$ cat src/rtl/term_ctrl_pkg.sv
package term_ctrl_pkg;
  localparam int ADDR_W = 4;
  localparam int SEL_W  = 2;
  localparam int N_SRC  = 1 << SEL_W;

  localparam logic [ADDR_W-1:0] A_SEL0  = 4'd0;
  localparam logic [ADDR_W-1:0] A_SEL1  = 4'd1;
  localparam logic [ADDR_W-1:0] A_CODE0 = 4'd2;
  localparam logic [ADDR_W-1:0] A_CODE1 = 4'd3;
  localparam logic [ADDR_W-1:0] A_ATTR  = 4'd7;
  localparam logic [ADDR_W-1:0] A_TEST  = 4'd9;
  localparam logic [ADDR_W-1:0] A_DIS   = 4'd13;
  localparam logic [ADDR_W-1:0] A_BEEP  = 4'd14;
  localparam logic [ADDR_W-1:0] A_BANK  = 4'd15;
  localparam logic [ADDR_W-1:0] A_TRD   = 4'd13;

  typedef struct packed {
    logic             bank;
    logic             test_mode;
    logic [SEL_W-1:0] sel;
    logic [1:0]       code;
    logic             attr;
    logic             dual_dis;
    logic             beep;
  } flags_t;

  localparam int FLAG_W = $bits(flags_t);
endpackage

$ cat src/rtl/term_wr_decode.sv
module term_wr_decode
  import term_ctrl_pkg::*;
(
  input  logic              stb_i,
  input  logic [ADDR_W-1:0] addr_i,
  input  logic              bank_i,
  output flags_t            we_o
);
  always_comb begin
    we_o = '0;
    if (stb_i) begin
      unique case (addr_i)
        A_SEL0:  we_o.sel[0]    = 1'b1;
        A_SEL1:  we_o.sel[1]    = 1'b1;
        A_CODE0: we_o.code[0]   = 1'b1;
        A_CODE1: we_o.code[1]   = 1'b1;
        A_ATTR:  we_o.attr      = 1'b1;
        A_TEST:  we_o.test_mode = !bank_i;
        A_DIS:   we_o.dual_dis  = !bank_i;
        A_BEEP:  we_o.beep      = bank_i;
        A_BANK:  we_o.bank      = 1'b1;
        default: ;
      endcase
    end
  end
endmodule

$ cat src/rtl/term_flag_reg.sv
module term_flag_reg
  import term_ctrl_pkg::*;
(
  input  logic   clk_i,
  input  logic   rst_ni,
  input  flags_t we_i,
  input  logic   data_i,
  output flags_t flags_o
);
  logic [FLAG_W-1:0] q;
  logic [FLAG_W-1:0] we_v;

  assign we_v    = we_i;
  assign flags_o = q;

  always_ff @(posedge clk_i or negedge rst_ni) begin
    if (!rst_ni) q <= '0;
    else         q <= (q & ~we_v) | (we_v & {FLAG_W{data_i}});
  end
endmodule

$ cat src/rtl/term_test_mux.sv
module term_test_mux
  import term_ctrl_pkg::*;
(
  input  logic [N_SRC-1:0] src_i,
  input  logic [SEL_W-1:0] sel_i,
  input  logic             en_i,
  output logic             rd_o
);
  logic [N_SRC-1:0] hit;

  for (genvar i = 0; i < N_SRC; i++) begin : g_src
    assign hit[i] = (sel_i == SEL_W'(i)) & src_i[i];
  end

  assign rd_o = en_i & (|hit);
endmodule

$ cat src/rtl/term_ctrl_reg.sv
module term_ctrl_reg
  import term_ctrl_pkg::*;
(
  input  logic              clk_i,
  input  logic              rst_ni,
  input  logic              wr_stb_i,
  input  logic [ADDR_W-1:0] wr_addr_i,
  input  logic              wr_data_i,
  input  logic [ADDR_W-1:0] rd_addr_i,
  input  logic              video_i,
  input  logic              hsync_i,
  input  logic              vsync_i,
  input  logic              audio_i,
  output logic              rd_data_o,
  output logic              bank_o,
  output logic              test_mode_o,
  output logic [1:0]        st_code_o,
  output logic              attr_bit_o,
  output logic              dual_int_en_o,
  output logic              beep_en_o
);
  flags_t flags;
  flags_t we;
  logic   rd_en;

  term_wr_decode u_dec (
    .stb_i (wr_stb_i),
    .addr_i(wr_addr_i),
    .bank_i(flags.bank),
    .we_o  (we)
  );

  term_flag_reg u_flags (
    .clk_i  (clk_i),
    .rst_ni (rst_ni),
    .we_i   (we),
    .data_i (wr_data_i),
    .flags_o(flags)
  );

  assign rd_en = (rd_addr_i == A_TRD) & flags.bank & flags.test_mode;

  term_test_mux u_mux (
    .src_i({audio_i, vsync_i, hsync_i, video_i}),
    .sel_i(flags.sel),
    .en_i (rd_en),
    .rd_o (rd_data_o)
  );

  assign bank_o        = flags.bank;
  assign test_mode_o   = flags.test_mode;
  assign st_code_o     = flags.code;
  assign attr_bit_o    = flags.attr;
  assign dual_int_en_o = !flags.dual_dis;
  assign beep_en_o     = flags.beep;


  bank_load_chk: assert property (@(posedge clk_i) disable iff (!rst_ni)
    (wr_stb_i && wr_addr_i == A_BANK) |=> (bank_o == $past(wr_data_i)));


  test_bank1_hold_chk: assert property (@(posedge clk_i) disable iff (!rst_ni)
    (wr_stb_i && wr_addr_i == A_TEST && bank_o) |=> $stable(test_mode_o));


  dis_bank1_hold_chk: assert property (@(posedge clk_i) disable iff (!rst_ni)
    (wr_stb_i && wr_addr_i == A_DIS && bank_o) |=> $stable(dual_int_en_o));


  beep_bank0_hold_chk: assert property (@(posedge clk_i) disable iff (!rst_ni)
    (wr_stb_i && wr_addr_i == A_BEEP && !bank_o) |=> $stable(beep_en_o));


  rd_idle_chk: assert property (@(posedge clk_i) disable iff (!rst_ni)
    (rd_addr_i != A_TRD || !bank_o || !test_mode_o) |-> !rd_data_o);


  no_strobe_chk: assert property (@(posedge clk_i) disable iff (!rst_ni)
    !wr_stb_i |=> ($stable(bank_o) && $stable(test_mode_o) && $stable(st_code_o)
                   && $stable(attr_bit_o) && $stable(dual_int_en_o) && $stable(beep_en_o)));
endmodule

$ cat config.mk
export PLATFORM = sky130hd
export DESIGN_NAME = term_ctrl_reg
export DESIGN_NICKNAME = d
export VERILOG_FILES = /design/src/rtl/term_ctrl_pkg.sv /design/src/rtl/term_wr_decode.sv /design/src/rtl/term_flag_reg.sv /design/src/rtl/term_test_mux.sv /design/src/rtl/term_ctrl_reg.sv
export SDC_FILE = /design/constraint.sdc
export NUM_CORES = 1
export LEC_CHECK = 0
export ABC_CLOCK_PERIOD_IN_PS = 2670
export BUFFER_PORTS_ARGS = -buffer_cell sky130_fd_sc_hd__buf_4
export CAP_MARGIN = 20
export CORE_MARGIN = 4
export CORE_UTILIZATION = 35
export DETAILED_ROUTE_END_ITERATION = 16
export SYNTH_ARGS = -nofsm -noshare
export SYNTH_HDL_FRONTEND = slang
export SYNTH_HIERARCHICAL = 1
export SYNTH_SLANG_ARGS = --single-unit
$ cat constraint.sdc
create_clock -name clk_i -period 2.67 [get_ports clk_i]
set_clock_uncertainty 0.2 [all_clocks]
set_input_delay 0.1335 -clock clk_i [delete_from_list [all_inputs] [get_ports clk_i]]
set_output_delay 0.1335 -clock clk_i [all_outputs]
set_load 0.02 [all_outputs]
Word level (Yosys, flattened, before mapping)
Cells that the tools add are included.
Operators by class
  bitwise gates (word level): 11
  mux-type cells: 10
  reduce and logical (&&, ||, !) cells: 5
  equality and inequality tests: 12
Operator list (count)
  4-bit equality test, second input constant: 5
  9-bit AND: 2
  1-bit 2-to-1 mux: 9
  9-bit 2-to-1 mux: 1
  9-bit NOT: 1
  9-bit OR: 1
  4-bit by 2-bit equality test with 1-bit output, second input constant: 2
  1-bit AND: 7
  2-bit equality test, second input constant: 2
  4-bit by 1-bit equality test with 1-bit output, second input constant: 1
  4-bit by 3-bit equality test with 1-bit output, second input constant: 1
  4-bit logical NOT: 1
  4-bit OR reduction: 1
  2-bit by 1-bit equality test with 1-bit output, second input constant: 1
  1-bit logical NOT: 2
  2-bit logical NOT: 1
Word-level totals
  flip-flop bits (word level): 9
  logic and storage cells: 39
  bits of input ports: 16
  output and inout bits: 8

Longest topological paths before layout
  depth after elaboration: 6
  mapped depth: 3
  depth with buffers taken out: 3

Modules after synthesis
The synthesis kept the hierarchy.
Modules (own cells, without submodules)
  term_flag_reg: cells an instance 18, seq. area each 225.2 µm², area an instance 326.6 µm², times used 1
  term_wr_decode: cells an instance 16, seq. area each 0.0 µm², area an instance 98.8 µm², times used 1
  term_test_mux: cells an instance 2, seq. area each 0.0 µm², area an instance 28.8 µm², times used 1
  term_ctrl_reg: cells an instance 3, seq. area each 0.0 µm², area an instance 22.5 µm², times used 1

Worst setup path after synthesis
Ideal clock, no wire load.
  path type: reg2reg
  start point: reg with a tool-made name
  end point: reg with a tool-made name
  buffers on the path: 0
  arrival time: 1.329 ns
  stages on the path, launching flop included: 4
  required time: 2.345 ns
  library setup time: 0.125 ns
  slack: 1.016 ns
  period minus slack after synthesis: 1.654 ns
  path through: dfrtp_1 -> or3b_1 -> nor3_1 -> mux2_2

==> run summary <==
clock network fraction of total power: 24.4%
Synth cell types: 13
Gate power share: 33.4%
Tmin final: 1790 ps
first-pass GRT wire length: 1980 µm
routed wire length: 1150 µm
# rows: 13
endpoint class of the critical path: output pin
drt wl/cell: 13.8 µm
Fmax: 559 MHz
CP Max Fanout: 2
Antenna Nets Post-Route: 0
Residual DRC: 0
switching portion of total power: 31.9%
Post-CTS Resized: 0
initial antenna violation count: 0
Worst EP arrival: 1450 ps
clk slew on worst S/H paths: 70 ps
Area contributors post-synth: dfrtp_1, mux2_2, nor3b_2
CTS tree: yes
CP cell instances: mux4_2 -> and2_1 -> buf_4
Syn. warnings: 6
synthesized area: 477 µm²
Die Span X: 44.9 µm
Final Max Slew Viols: 0
commonest non-fill, non-tap cells in the layout: buf_4, mux2_2, dfrtp_1, nor2_1
root buf cell: clkbuf_4
unrepaired setup endpoints after global routing: false
vias in the first global route: 456
share of cells above drive strength 1: 58.8%
drt pass-1 iters: 2
Pint: 0.308 mW
# diodes: 0
internal reg-to-reg setup slack: 990 ps
IO Port Bufs: 23
Lkg Pwr: 0.327 nW
Fin. Hold Viols: 0
Tcrit/Tclk final: 67.0%
setup violators final: 0
crit-path max cell delay: 490 ps
Starting Density: 37.1%
Sw Pwr: 0.144 mW
Top Ports: 24
All-Layer GR Usage: 13.8%
die height: 44.9 µm
commonest non-fill, non-tap cell in the layout: buf_4
Post CTS Setup Buffer Count: 0
buffers and inverters on the worst path: 1
Synth top area share: 47.2%
post-synthesis sequential area ratio: 47.2%
Syn Nets: 55
clock buffer depth: 2
WS Path Type: register to output pin
nature of the critical path startpoint: register
peak supply drop: 0.292 mV
CTS buffer count: 3
setup tns final: 0 ps
Yosys top cell by area: dfrtp_1
grt ovf: 0
R2R cell count: 3
CP delay by family, top: multiplexers
cell count after synthesis: 39
total vias in the final route: 414
Pwr Density: 632 mW/mm²
relative slew slack: 84.8%
Avg Cell Area, Syn: 12.2 µm²
worst path required time: 2340 ps
number of cells on the critical path: 3
vias per cell: 4.99
Worst-Margin Slew: 227 ps
Flop pwr share: 42.2%
clk sinks: 9
initial drt markers: 1
Clock Latency Late Sink: 270 ps
max-cap viol count: 0
Nets: 85
Core Area: 0.00128 mm²
worst hold slack: 19.4 ps
Area growth syn-to-layout: 50.1%
pin count of the biggest net entering global routing: 10
die area: 0.00202 mm²
H-tree depth: 1
status: complete, no violations
Hold Crit Class: input port to asynchronous set/reset pin
Critical-path top delay cell: mux4_2
GP Congestion: 0.691
synthesized flop and latch total: 9
## routing by layer
| metal | wire length [µm] | vias to the layer above | global-route usage [%] |
|---|---|---|---|
| met4 | 14 | 0 | 3.51 |
| met3 | 117 | 3 | 7.97 |
| met1 | 426 | 196 | 14.5 |
| li1 | - | 199 | - |
| met2 | 592 | 16 | 23.8 |
| met5 | 0 | - | 0 |
## stage by stage
stage          util (%)  setup WS [ps]  power (mW)  instance area (µm²)  cells
5_1_grt            55.7            824       0.483                  716     83
6_report           55.7            882       0.453                  716     83
2_1_floorplan         -           1020       0.268                  477     39
4_1_cts            55.7            871       0.460                  716     83
3_3_place_gp       52.0           1020       0.341                  668     77
3_5_place_dp       52.0            996       0.345                  668     77
## layout make-up
class,instances,area [µm²]
clock inverters,1,5.00
fillers,119,569
flip-flops and latches,9,225
inverters,1,3.75
repair buffers,25,193
well taps,15,18.8
multi-input cells,29,248
clock buffers,3,22.5
## kinds of logic after synthesis
| family | Yosys count | share of synthesized area (%) |
|---|---|---|
| muxes | 10 | 26.0 |
| and+or+nand+nor | 19 | 26.0 |
| buffers and inverters | 1 | 0.787 |
| DFF | 9 | 47.2 |
## worst max-delay path by stage
stage           endpoint
5_1_grt        rd_data_o
4_1_cts        rd_data_o
2_1_floorplan   register
6_report       rd_data_o
3_3_place_gp    register
3_5_place_dp    register
## what timing repair did
action	CTS	global route
setup endpoints to repair	0	0
hold buffers	2	0
hold endpoints to repair	18	0
## power by group through the flow
| stage | logic, mW | registers [mW] | clock network [mW] |
|---|---|---|---|
| finish | 0.151 | 0.191 | 0.110 |
| global route | 0.162 | 0.196 | 0.125 |
| CTS | 0.154 | 0.192 | 0.114 |
| detailed placement | 0.151 | 0.194 | 0 |
| global placement | 0.149 | 0.192 | 0 |
| floorplan | 0.0520 | 0.216 | 0 |
## synthesized netlist by cell type
cell / count
or3b_1: 2
and2_1: 1
mux2_2: 9
nand4_1: 1
nand2_1: 2
nand3_1: 1
nor3b_2: 3
nor3_1: 2
inv_1: 1
nand3b_1: 2
mux4_2: 1
nor2_1: 5
dfrtp_1: 9
No activity file was read; power rests on OpenSTA's default activity.
